File: config.mk
export PLATFORM = sky130hd
export DESIGN_NAME = seg_xlate
export DESIGN_NICKNAME = d
export VERILOG_FILES = /design/src/rtl/xlate_pkg.sv /design/src/rtl/xlate_shadow.sv /design/src/rtl/xlate_eval.sv /design/src/rtl/seg_xlate.sv
export SDC_FILE = /design/constraint.sdc
export NUM_CORES = 1
export LEC_CHECK = 0
export BUFFER_PORTS_ARGS = -buffer_cell sky130_fd_sc_hd__buf_2
export CORE_MARGIN = 2
export CORE_UTILIZATION = 59
export CTS_CLUSTER_DIAMETER = 100
export DETAILED_ROUTE_END_ITERATION = 10
export GPL_TIMING_DRIVEN = 0
export PLACE_DENSITY = 0.81
export SYNTH_ARGS = -nofsm -noshare
export SYNTH_HDL_FRONTEND = slang
export SYNTH_HIERARCHICAL = 1
export SYNTH_SLANG_ARGS = --single-unit
export TNS_END_PERCENT = 1
File: constraint.sdc
create_clock -name clk -period 8.55 [get_ports clk]
set_input_delay 1.2825 -clock clk [delete_from_list [all_inputs] [get_ports clk]]
set_output_delay 1.2825 -clock clk [all_outputs]
set_load 0.005 [all_outputs]
File: src/rtl/xlate_pkg.sv
package xlate_pkg;
    localparam int SEL_W  = 16;
    localparam int OFF_W  = 16;
    localparam int PA_W   = 24;
    localparam int RA_W   = 20;
    localparam int DESC_W = 48;

    typedef struct packed {
        logic             present;
        logic [1:0]       dpl;
        logic [4:0]       rsvd;
        logic [PA_W-1:0]  base;
        logic [OFF_W-1:0] limit;
    } desc_t;

    typedef enum logic [2:0] {
        FLT_NONE   = 3'd0,
        FLT_TABLE  = 3'd1,
        FLT_LIMIT  = 3'd2,
        FLT_ABSENT = 3'd3,
        FLT_PRIV   = 3'd4
    } fault_e;

    typedef enum logic [1:0] {
        ST_IDLE  = 2'd0,
        ST_FETCH = 2'd1,
        ST_DONE  = 2'd2
    } state_e;
endpackage

File: src/rtl/xlate_shadow.sv
module xlate_shadow
    import xlate_pkg::*;
#(
    parameter int NSEG  = 4,
    localparam int IDX_W = $clog2(NSEG)
) (
    input  logic             clk,
    input  logic             rst_n,
    input  logic             inv_all,
    input  logic             inv_en,
    input  logic [IDX_W-1:0] inv_idx,
    input  logic             fill_en,
    input  logic [IDX_W-1:0] fill_idx,
    input  desc_t            fill_desc,
    input  logic [IDX_W-1:0] rd_idx,
    output logic             rd_hit,
    output desc_t            rd_desc
);
    logic  [NSEG-1:0] vld_q;
    desc_t            ent_q [NSEG];

    for (genvar g = 0; g < NSEG; g++) begin : g_ent
        always_ff @(posedge clk) begin
            if (!rst_n) begin
                vld_q[g] <= 1'b0;
                ent_q[g] <= '0;
            end else if (inv_all || (inv_en && inv_idx == IDX_W'(g))) begin
                vld_q[g] <= 1'b0;
            end else if (fill_en && fill_idx == IDX_W'(g)) begin
                vld_q[g] <= 1'b1;
                ent_q[g] <= fill_desc;
            end
        end
    end

    assign rd_hit  = vld_q[rd_idx];
    assign rd_desc = ent_q[rd_idx];
endmodule

File: src/rtl/xlate_eval.sv
module xlate_eval
    import xlate_pkg::*;
(
    input  logic             prot,
    input  logic [SEL_W-1:0] sel,
    input  logic [OFF_W-1:0] off,
    input  desc_t            desc,
    output logic [PA_W-1:0]  addr,
    output fault_e           code
);
    logic [RA_W-1:0] real_sum;

    always_comb begin
        real_sum = {sel, 4'b0000} + {{(RA_W-OFF_W){1'b0}}, off};
        addr     = '0;
        code     = FLT_NONE;
        if (!prot) begin
            addr = {{(PA_W-RA_W){1'b0}}, real_sum};
        end else if (!desc.present) begin
            code = FLT_ABSENT;
        end else if (sel[1:0] < desc.dpl) begin
            code = FLT_PRIV;
        end else if (off > desc.limit) begin
            code = FLT_LIMIT;
        end else begin
            addr = desc.base + {{(PA_W-OFF_W){1'b0}}, off};
        end
    end
endmodule

File: src/rtl/seg_xlate.sv
module seg_xlate
    import xlate_pkg::*;
#(
    parameter int NSEG = 4,
    localparam int IDX_W = $clog2(NSEG)
) (
    input  logic              clk,
    input  logic              rst_n,
    input  logic              pe_set,
    input  logic              seg_load,
    input  logic [IDX_W-1:0]  seg_load_idx,
    input  logic [SEL_W-1:0]  seg_load_val,
    input  logic              req_valid,
    input  logic [IDX_W-1:0]  req_seg,
    input  logic [OFF_W-1:0]  req_offset,
    input  logic [PA_W-1:0]   gtab_base,
    input  logic [OFF_W-1:0]  gtab_limit,
    input  logic [PA_W-1:0]   ltab_base,
    input  logic [OFF_W-1:0]  ltab_limit,
    output logic              mem_valid,
    output logic [PA_W-1:0]   mem_addr,
    input  logic              mem_ready,
    input  logic [DESC_W-1:0] mem_rdata,
    output logic              busy,
    output logic              done,
    output logic              addr_ok,
    output logic [PA_W-1:0]   phys_addr,
    output logic [2:0]        fault_code,
    output logic [15:0]       msw
);
    state_e           state_q, state_d;
    logic [SEL_W-1:0] seg_q [NSEG];
    logic             pe_q;
    logic [IDX_W-1:0] cur_q;
    logic [OFF_W-1:0] off_q;
    logic [PA_W-1:0]  fetch_q, fetch_d;
    logic [PA_W-1:0]  res_addr_q, res_addr_d;
    fault_e           res_code_q, res_code_d;
    logic             capture;

    logic             sh_hit, fill_en;
    desc_t            sh_desc, ev_desc;
    logic [SEL_W-1:0] req_sel, ev_sel;
    logic [OFF_W-1:0] ev_off;
    logic [PA_W-1:0]  ev_addr;
    fault_e           ev_code;
    logic [PA_W-1:0]  tab_base;
    logic [OFF_W-1:0] tab_limit, tab_end;
    logic             tab_fault;
    logic             load_ok;

    assign req_sel   = seg_q[req_seg];
    assign tab_base  = req_sel[2] ? ltab_base  : gtab_base;
    assign tab_limit = req_sel[2] ? ltab_limit : gtab_limit;
    assign tab_end   = {req_sel[15:3], 3'b111};
    assign tab_fault = tab_end > tab_limit;
    assign load_ok   = seg_load && state_q == ST_IDLE;
    assign fill_en   = state_q == ST_FETCH && mem_ready;

    xlate_shadow #(.NSEG(NSEG)) u_shadow (
        .clk       (clk),
        .rst_n     (rst_n),
        .inv_all   (pe_set && !pe_q),
        .inv_en    (load_ok),
        .inv_idx   (seg_load_idx),
        .fill_en   (fill_en),
        .fill_idx  (cur_q),
        .fill_desc (desc_t'(mem_rdata)),
        .rd_idx    (req_seg),
        .rd_hit    (sh_hit),
        .rd_desc   (sh_desc)
    );

    assign ev_desc = (state_q == ST_FETCH) ? desc_t'(mem_rdata) : sh_desc;
    assign ev_sel  = (state_q == ST_FETCH) ? seg_q[cur_q] : req_sel;
    assign ev_off  = (state_q == ST_FETCH) ? off_q : req_offset;

    xlate_eval u_eval (
        .prot (pe_q),
        .sel  (ev_sel),
        .off  (ev_off),
        .desc (ev_desc),
        .addr (ev_addr),
        .code (ev_code)
    );

    // State register
    always_ff @(posedge clk) begin
        if (!rst_n) state_q <= ST_IDLE;
        else        state_q <= state_d;
    end

    // Next state and result selection
    always_comb begin
        state_d    = state_q;
        capture    = 1'b0;
        res_addr_d = ev_addr;
        res_code_d = ev_code;
        fetch_d    = tab_base + {{(PA_W-OFF_W){1'b0}}, req_sel[15:3], 3'b000};
        unique case (state_q)
            ST_IDLE: begin
                if (req_valid) begin
                    if (!pe_q || sh_hit) begin
                        capture = 1'b1;
                        state_d = ST_DONE;
                    end else if (tab_fault) begin
                        capture    = 1'b1;
                        res_addr_d = '0;
                        res_code_d = FLT_TABLE;
                        state_d    = ST_DONE;
                    end else begin
                        state_d = ST_FETCH;
                    end
                end
            end
            ST_FETCH: begin
                if (mem_ready) begin
                    capture = 1'b1;
                    state_d = ST_DONE;
                end
            end
            ST_DONE: state_d = ST_IDLE;
            default: state_d = ST_IDLE;
        endcase
    end

    // Datapath registers
    always_ff @(posedge clk) begin
        if (!rst_n) begin
            pe_q       <= 1'b0;
            cur_q      <= '0;
            off_q      <= '0;
            fetch_q    <= '0;
            res_addr_q <= '0;
            res_code_q <= FLT_NONE;
            for (int i = 0; i < NSEG; i++) seg_q[i] <= '0;
        end else begin
            if (pe_set) pe_q <= 1'b1;
            if (load_ok) seg_q[seg_load_idx] <= seg_load_val;
            if (state_q == ST_IDLE && req_valid) begin
                cur_q   <= req_seg;
                off_q   <= req_offset;
                fetch_q <= fetch_d;
            end
            if (capture) begin
                res_addr_q <= res_addr_d;
                res_code_q <= res_code_d;
            end
        end
    end

    // Outputs
    always_comb begin
        busy       = state_q != ST_IDLE;
        done       = state_q == ST_DONE;
        mem_valid  = state_q == ST_FETCH;
        mem_addr   = fetch_q;
        phys_addr  = res_addr_q;
        fault_code = res_code_q;
        addr_ok    = done && res_code_q == FLT_NONE;
        msw        = {15'd0, pe_q};
    end


    idle_quiet_chk: assert property (@(posedge clk) disable iff (!rst_n)
        !busy |-> (!mem_valid && !done));

    pe_sticky_chk: assert property (@(posedge clk) disable iff (!rst_n)
        msw[0] |=> msw[0]);

    fetch_hold_chk: assert property (@(posedge clk) disable iff (!rst_n)
        (mem_valid && !mem_ready) |=> (mem_valid && $stable(mem_addr)));

    done_pulse_chk: assert property (@(posedge clk) disable iff (!rst_n)
        done |=> !done);

    fault_quiet_chk: assert property (@(posedge clk) disable iff (!rst_n)
        (done && fault_code != 3'd0) |-> (phys_addr == '0 && !addr_ok));

    real_width_chk: assert property (@(posedge clk) disable iff (!rst_n)
        (done && !msw[0]) |-> (phys_addr[23:20] == 4'h0));
endmodule

* After elaboration in Yosys (flattened, before gate mapping)
Memory sizes are Yosys's and may differ from the RTL's. A register that Yosys moved wholly into a read port is not among the register bits.
Cells that the tools add are included.
** Operators by class
- $add $sub $neg :: 3
- Multiply operators :: 0
- Div/mod/pow operators :: 0
- Magnitude comparators :: 4
- Eq/ne operators :: 10
- Shift-type cells :: 0
- Multiplexer cells :: 62
- Bitwise gates (word level) :: 5
- Reduce and logical (&&, ||, !) cells :: 30
** Operators by type and width (count)
- 2-to-1 mux 48 bit :: 5
- 2-to-1 mux 24 bit :: 9
- 2-to-1 mux 16 bit :: 4
- adder 24 x 16 -> 24 bit :: 2
- greater-than comparator 16 bit :: 2
- 2-to-1 mux 1 bit :: 26
- 2-to-1 mux 3 bit :: 7
- adder 20 x 16 -> 20 bit :: 1
- 2-to-1 mux 2 bit :: 8
- OR reduction 16 bit :: 1
- logical AND 1 bit :: 13
- equality test 2 bit (second input constant) :: 5
- OR reduction 2 bit :: 4
- equality test 2 x 1 -> 1 bit (second input constant) :: 3
- zero test 2 bit :: 3
- logical OR 1 bit :: 5
- bitwise OR 1 bit :: 4
- case mux 2 bit (2 select lines) :: 1
- zero test 3 bit :: 1
- less-than comparator 2 x 3 -> 1 bit (second input constant) :: 1
- binary-select mux 1 bit (select 2 bit) :: 1
- less-than comparator 2 bit :: 1
- != test 2 x 1 -> 1 bit (second input constant) :: 1
- != test 2 bit (second input constant) :: 1
- other kinds (5) :: 5
** Word-level totals
- Register bits :: 76
- Bits in latches :: 0
- Memory bits (writable) :: 256
- Bits in read-only memories :: 0
- Input port bits :: 170
- Output and inout port bits :: 71
- Word-level logic and storage cells :: 127
- Memories kept :: 2
** Memory list
- u_shadow.ent_q :: depth 4, bits a word 48, rd ports 1, clocked after memory_dff 0, wr ports 4, line xlate_shadow.sv:20 : desc_t ent_q [NSEG];
- seg_q :: depth 4, bits a word 16, rd ports 2, clocked after memory_dff 1, wr ports 4, line seg_xlate.sv:32 : logic [SEL_W-1:0] seg_q [NSEG];

* Logic depth before layout (Yosys ltp)
- Word-level depth :: 11
- Mapped depth :: 17
- Mapped depth without buffers :: 14

* Cells and area by module
The synthesis kept the hierarchy.
** By module, submodules not included
- xlate_shadow :: instances 1, cells an instance 538, area an instance 9186.3 µm², seq. area each 5845.6 µm²
- seg_xlate :: instances 1, cells an instance 788, area an instance 8341.8 µm², seq. area each 3403.3 µm²
- xlate_eval :: instances 1, cells an instance 290, area an instance 2152.1 µm², seq. area each 0.0 µm²

* Worst setup path after synthesis
OpenSTA, ideal clock, no wires.
- Path kind :: input to register
- From :: input port seg_load
- To :: memory u_shadow/ent_q[2][0] (netlist bit), enable pin
- Library setup time :: 0.586 ns
- Arrival time :: 7.095 ns
- Required time :: 7.964 ns
- Path slack :: 0.869 ns
- Stages :: 7
- Buffers on the path :: 3
- Cell sequence :: nand2_1 -> inv_1 -> clkbuf_1 -> and3b_1 -> clkbuf_1 -> clkbuf_1 -> o41ai_1
** RTL lines
- start, declared :: line seg_xlate.sv:10 : input logic seg_load,
- end, declared :: line xlate_shadow.sv:20

* Worst setup path in the final report
- From :: input port req_seg[1]
- To :: register res_addr_q[23], in the netlist phys_addr[23]
** On the way
- Word-level cells in the longest chain between the ends :: 11
- Elaborated cells on any way between the ends :: 24
- Those cells by class :: 1 x add/sub; 3 x order compare; 17 x mux; 1 x reduce/logical; 2 x memory
** RTL lines
- start, declared :: line seg_xlate.sv:14 : input logic [IDX_W-1:0] req_seg,
- memory read (4 x 48 bit)
- 2-to-1 mux 48 bit :: line seg_xlate.sv:74 : assign ev_desc = (state_q == ST_FETCH) ? desc_t'(mem_rdata) : sh_desc;
- adder 24 x 16 -> 24 bit / greater-than comparator 16 bit (equally long branches) :: line xlate_eval.sv:26, xlate_eval.sv:23
- 2-to-1 mux 24 bit :: line xlate_eval.sv:23 : end else if (off > desc.limit) begin
- 2-to-1 mux 24 bit :: line xlate_eval.sv:21 : end else if (sel[1:0] < desc.dpl) begin
- 2-to-1 mux 24 bit :: line xlate_eval.sv:19 : end else if (!desc.present) begin
- 2-to-1 mux 24 bit :: line xlate_eval.sv:17 : if (!prot) begin
- 2-to-1 mux 24 bit :: line seg_xlate.sv:106 : end else if (tab_fault) begin
- 2-to-1 mux 24 bit :: line seg_xlate.sv:103 : if (!pe_q || sh_hit) begin
- 2-to-1 mux 24 bit :: line seg_xlate.sv:102 : if (req_valid) begin
- 2-to-1 mux 24 bit :: line seg_xlate.sv:100 : unique case (state_q)
- end signal, assigned :: line seg_xlate.sv:146 : res_addr_q <= res_addr_d;
- end, declared :: line seg_xlate.sv:37 : logic [PA_W-1:0] res_addr_q, res_addr_d;
Several ways; a longest one is shown, not always the timed one. The select of a mux whose other input is x is not followed.
A chain may end at the register's enable or synchronous reset.

==> reports/metrics.cfg <==
[floorplan]
start_util=0.596
coreArea_um2=31400
die_w_um=182
num_rows=65
num_io_pins=241
dieArea_um2=33200
die_h_um=182

[timing]
drv_slew=0
tightest_slew_ps=1340
max_slew_margin=0.106
fin_crit_ps=5390
fmax_ghz=0.185
rsz0062_at_grt=false
setup_viol=0
hold_viol=0
post-route-period-util=0.631
fin_skew_ps=24.8

[synthesis]
ys_warn_count=6
synth_area_um2=18700
synth_cells=1566
synth_area_per_cell_um2=12.0

[run_status]
outcome=finished, final reports clean

[detailed_routing]
vias_per_cell=6.65
drt_pass1_iterations=6
postRouteAntennaNets=0
vias=15300
route.detailed.drc=0
routed_wl_mm=56.3
drt_iter0_markers=1904
wl_per_cell_um=24.5

[cells_and_area]
final_layout_size_suffix_gt1_frac=0.271
final_cells=2296
layout.nets=2103
regArea_um2=8650
finalInstanceArea_um2=21700
n_fill_cell=2251
multi_input_area_um2=9260
syn_to_final_growth_pct=16.0

[placement]
placed_area_um2=20600
hpwl_mm=41.6
port_buffers=218
place_congestion=0.945
dp.cells=2228

[setup_path]
cp-start-kind=input pin
cp_data_required_time_ps=8960
r2r-start=state_q[0]$_SDFFE_PN0P_
worstPathArrival_ps=5810
reg2reg_to=phys_addr[5]$_SDFFE_PN0P_
critical_path_class=in2reg
worst-path-max-fanout=10
endpoint_kind=register
ff2ff_path_depth=14
endpoint=phys_addr[23]$_SDFFE_PN0P_
startpoint=req_seg[1]
rrSetupSlack_ps=3560

[global_route]
grt_overflow=0
grtUsageTotal=0.336
grt_pass1_wl_mm=85.8
antenna_found_initial=6
grt_pass1_vias=14900
grt_max_degree=17

[flow_run]
max-cap-violations=0

[cts]
numCtsBuffers=35
ctsResizeCount=0
cts_tree=done
clk_latency_ps=530
root_buffer=clkbuf_16
htreeDepth=2
clockBufferDepth=3
clk_pin_slew_ps=60
clock_sinks=314
cts_setup_buffers=0
cts_hold_buf=0

[power_and_ir_drop]
p_leak_nw=8.42
vdd_drop_max_mv=0.167
powerDensity_nw_per_um2=190

[hold_path]
min_path_type=reg2reg

==> state kept, by name, indices dropped and copies added (netlist names), named ones only <==
name and flops:
phys_addr 24, mem_addr 24, seg_q 64, pe_q 1, cur_q 2, u_shadow/vld_q 4, off_q 16, u_shadow/ent_q 172
state_q 2, fault_code 3
==> critical path, stage by stage <==
cell and delay (ps):
buf_2 240, mux4_2 280, buf_6 170, buf_2 260, buf_1 540, buf_1 570
mux2i_1 220, ha_1 340, and4_1 260, nand3_1 130, o311a_1 300, o211a_1 230
a21o_2 230, a41o_1 260, buf_6 140, buf_12 140, a22o_1 180
==> area by class of cell <==
cell class,instances,share of cell area
clock buffers,51,0.0460
diodes,4,0.000461
repair buffers,246,0.0606
well taps,402,0.0232
multi-input cells,1072,0.426
inverters,46,0.00795
clock inverters,13,0.00363
plain buffers,148,0.0336
flip-flops and latches,314,0.398
==> worst min-delay path by stage <==
stage	end	depth (start not counted)	slack, ps	start
after floorplan	u_shadow/vld_q[2]$_SDFFE_PP0P_	2	430	u_shadow/vld_q[2]$_SDFFE_PP0P_
after global placement	mem_addr[16]$_SDFFE_PN0P_	2	440	mem_addr[16]$_SDFFE_PN0P_
after detailed placement	mem_addr[20]$_SDFFE_PN0P_	2	440	mem_addr[20]$_SDFFE_PN0P_
after CTS	mem_addr[20]$_SDFFE_PN0P_	2	450	mem_addr[20]$_SDFFE_PN0P_
after global routing	off_q[7]$_SDFFE_PN0P_	2	470	off_q[7]$_SDFFE_PN0P_
final	mem_addr[13]$_SDFFE_PN0P_	2	450	mem_addr[13]$_SDFFE_PN0P_
==> per-stage QoR <==
stage	hold WS, ps	setup WS (ps)	util	TNS, ps	power (mW)
2_1_floorplan	431	1390	-	0	2.39
3_3_place_gp	437	-2550	0.649	-398630	2.66
3_5_place_dp	442	2660	0.657	0	2.69
4_1_cts	454	3210	0.691	0	4.11
5_1_grt	467	2930	0.692	0	4.27
6_report	451	3160	0.692	0	4.13
==> power by group <==
| group | internal (mW) | switching [mW] | leakage, nW |
|---|---|---|---|
| Combinational | 0.386 | 0.540 | 4.81 |
| Clock | 0.817 | 0.621 | 0.524 |
| Sequential | 1.72 | 0.0428 | 3.09 |
| Total | 2.92 | 1.20 | 8.42 |
==> routing by layer <==
metal	vias to the layer above	GRT usage	wire length (um)
li1	6636	-	-
met1	7485	0.455	21500
met2	980	0.540	26200
met3	166	0.0661	6210
met4	2	0.131	2380
met5	-	0	15
==> layout by cell type, fill, tap and decap left out, types with 31 or more instances in the layout <==
cell,n
edfxtp_1,236
buf_2,229
nor4b_1,166
nand2_1,136
clkbuf_1,111
dfxtp_1,78
mux2_2,76
mux4_2,73
ha_1,67
and2_1,54
nor2_1,52
a21oi_1,50
inv_1,45
buf_4,43
clkbuf_16,37
o21ai_0,31
Note: power is estimated with default switching activity, not from simulation.
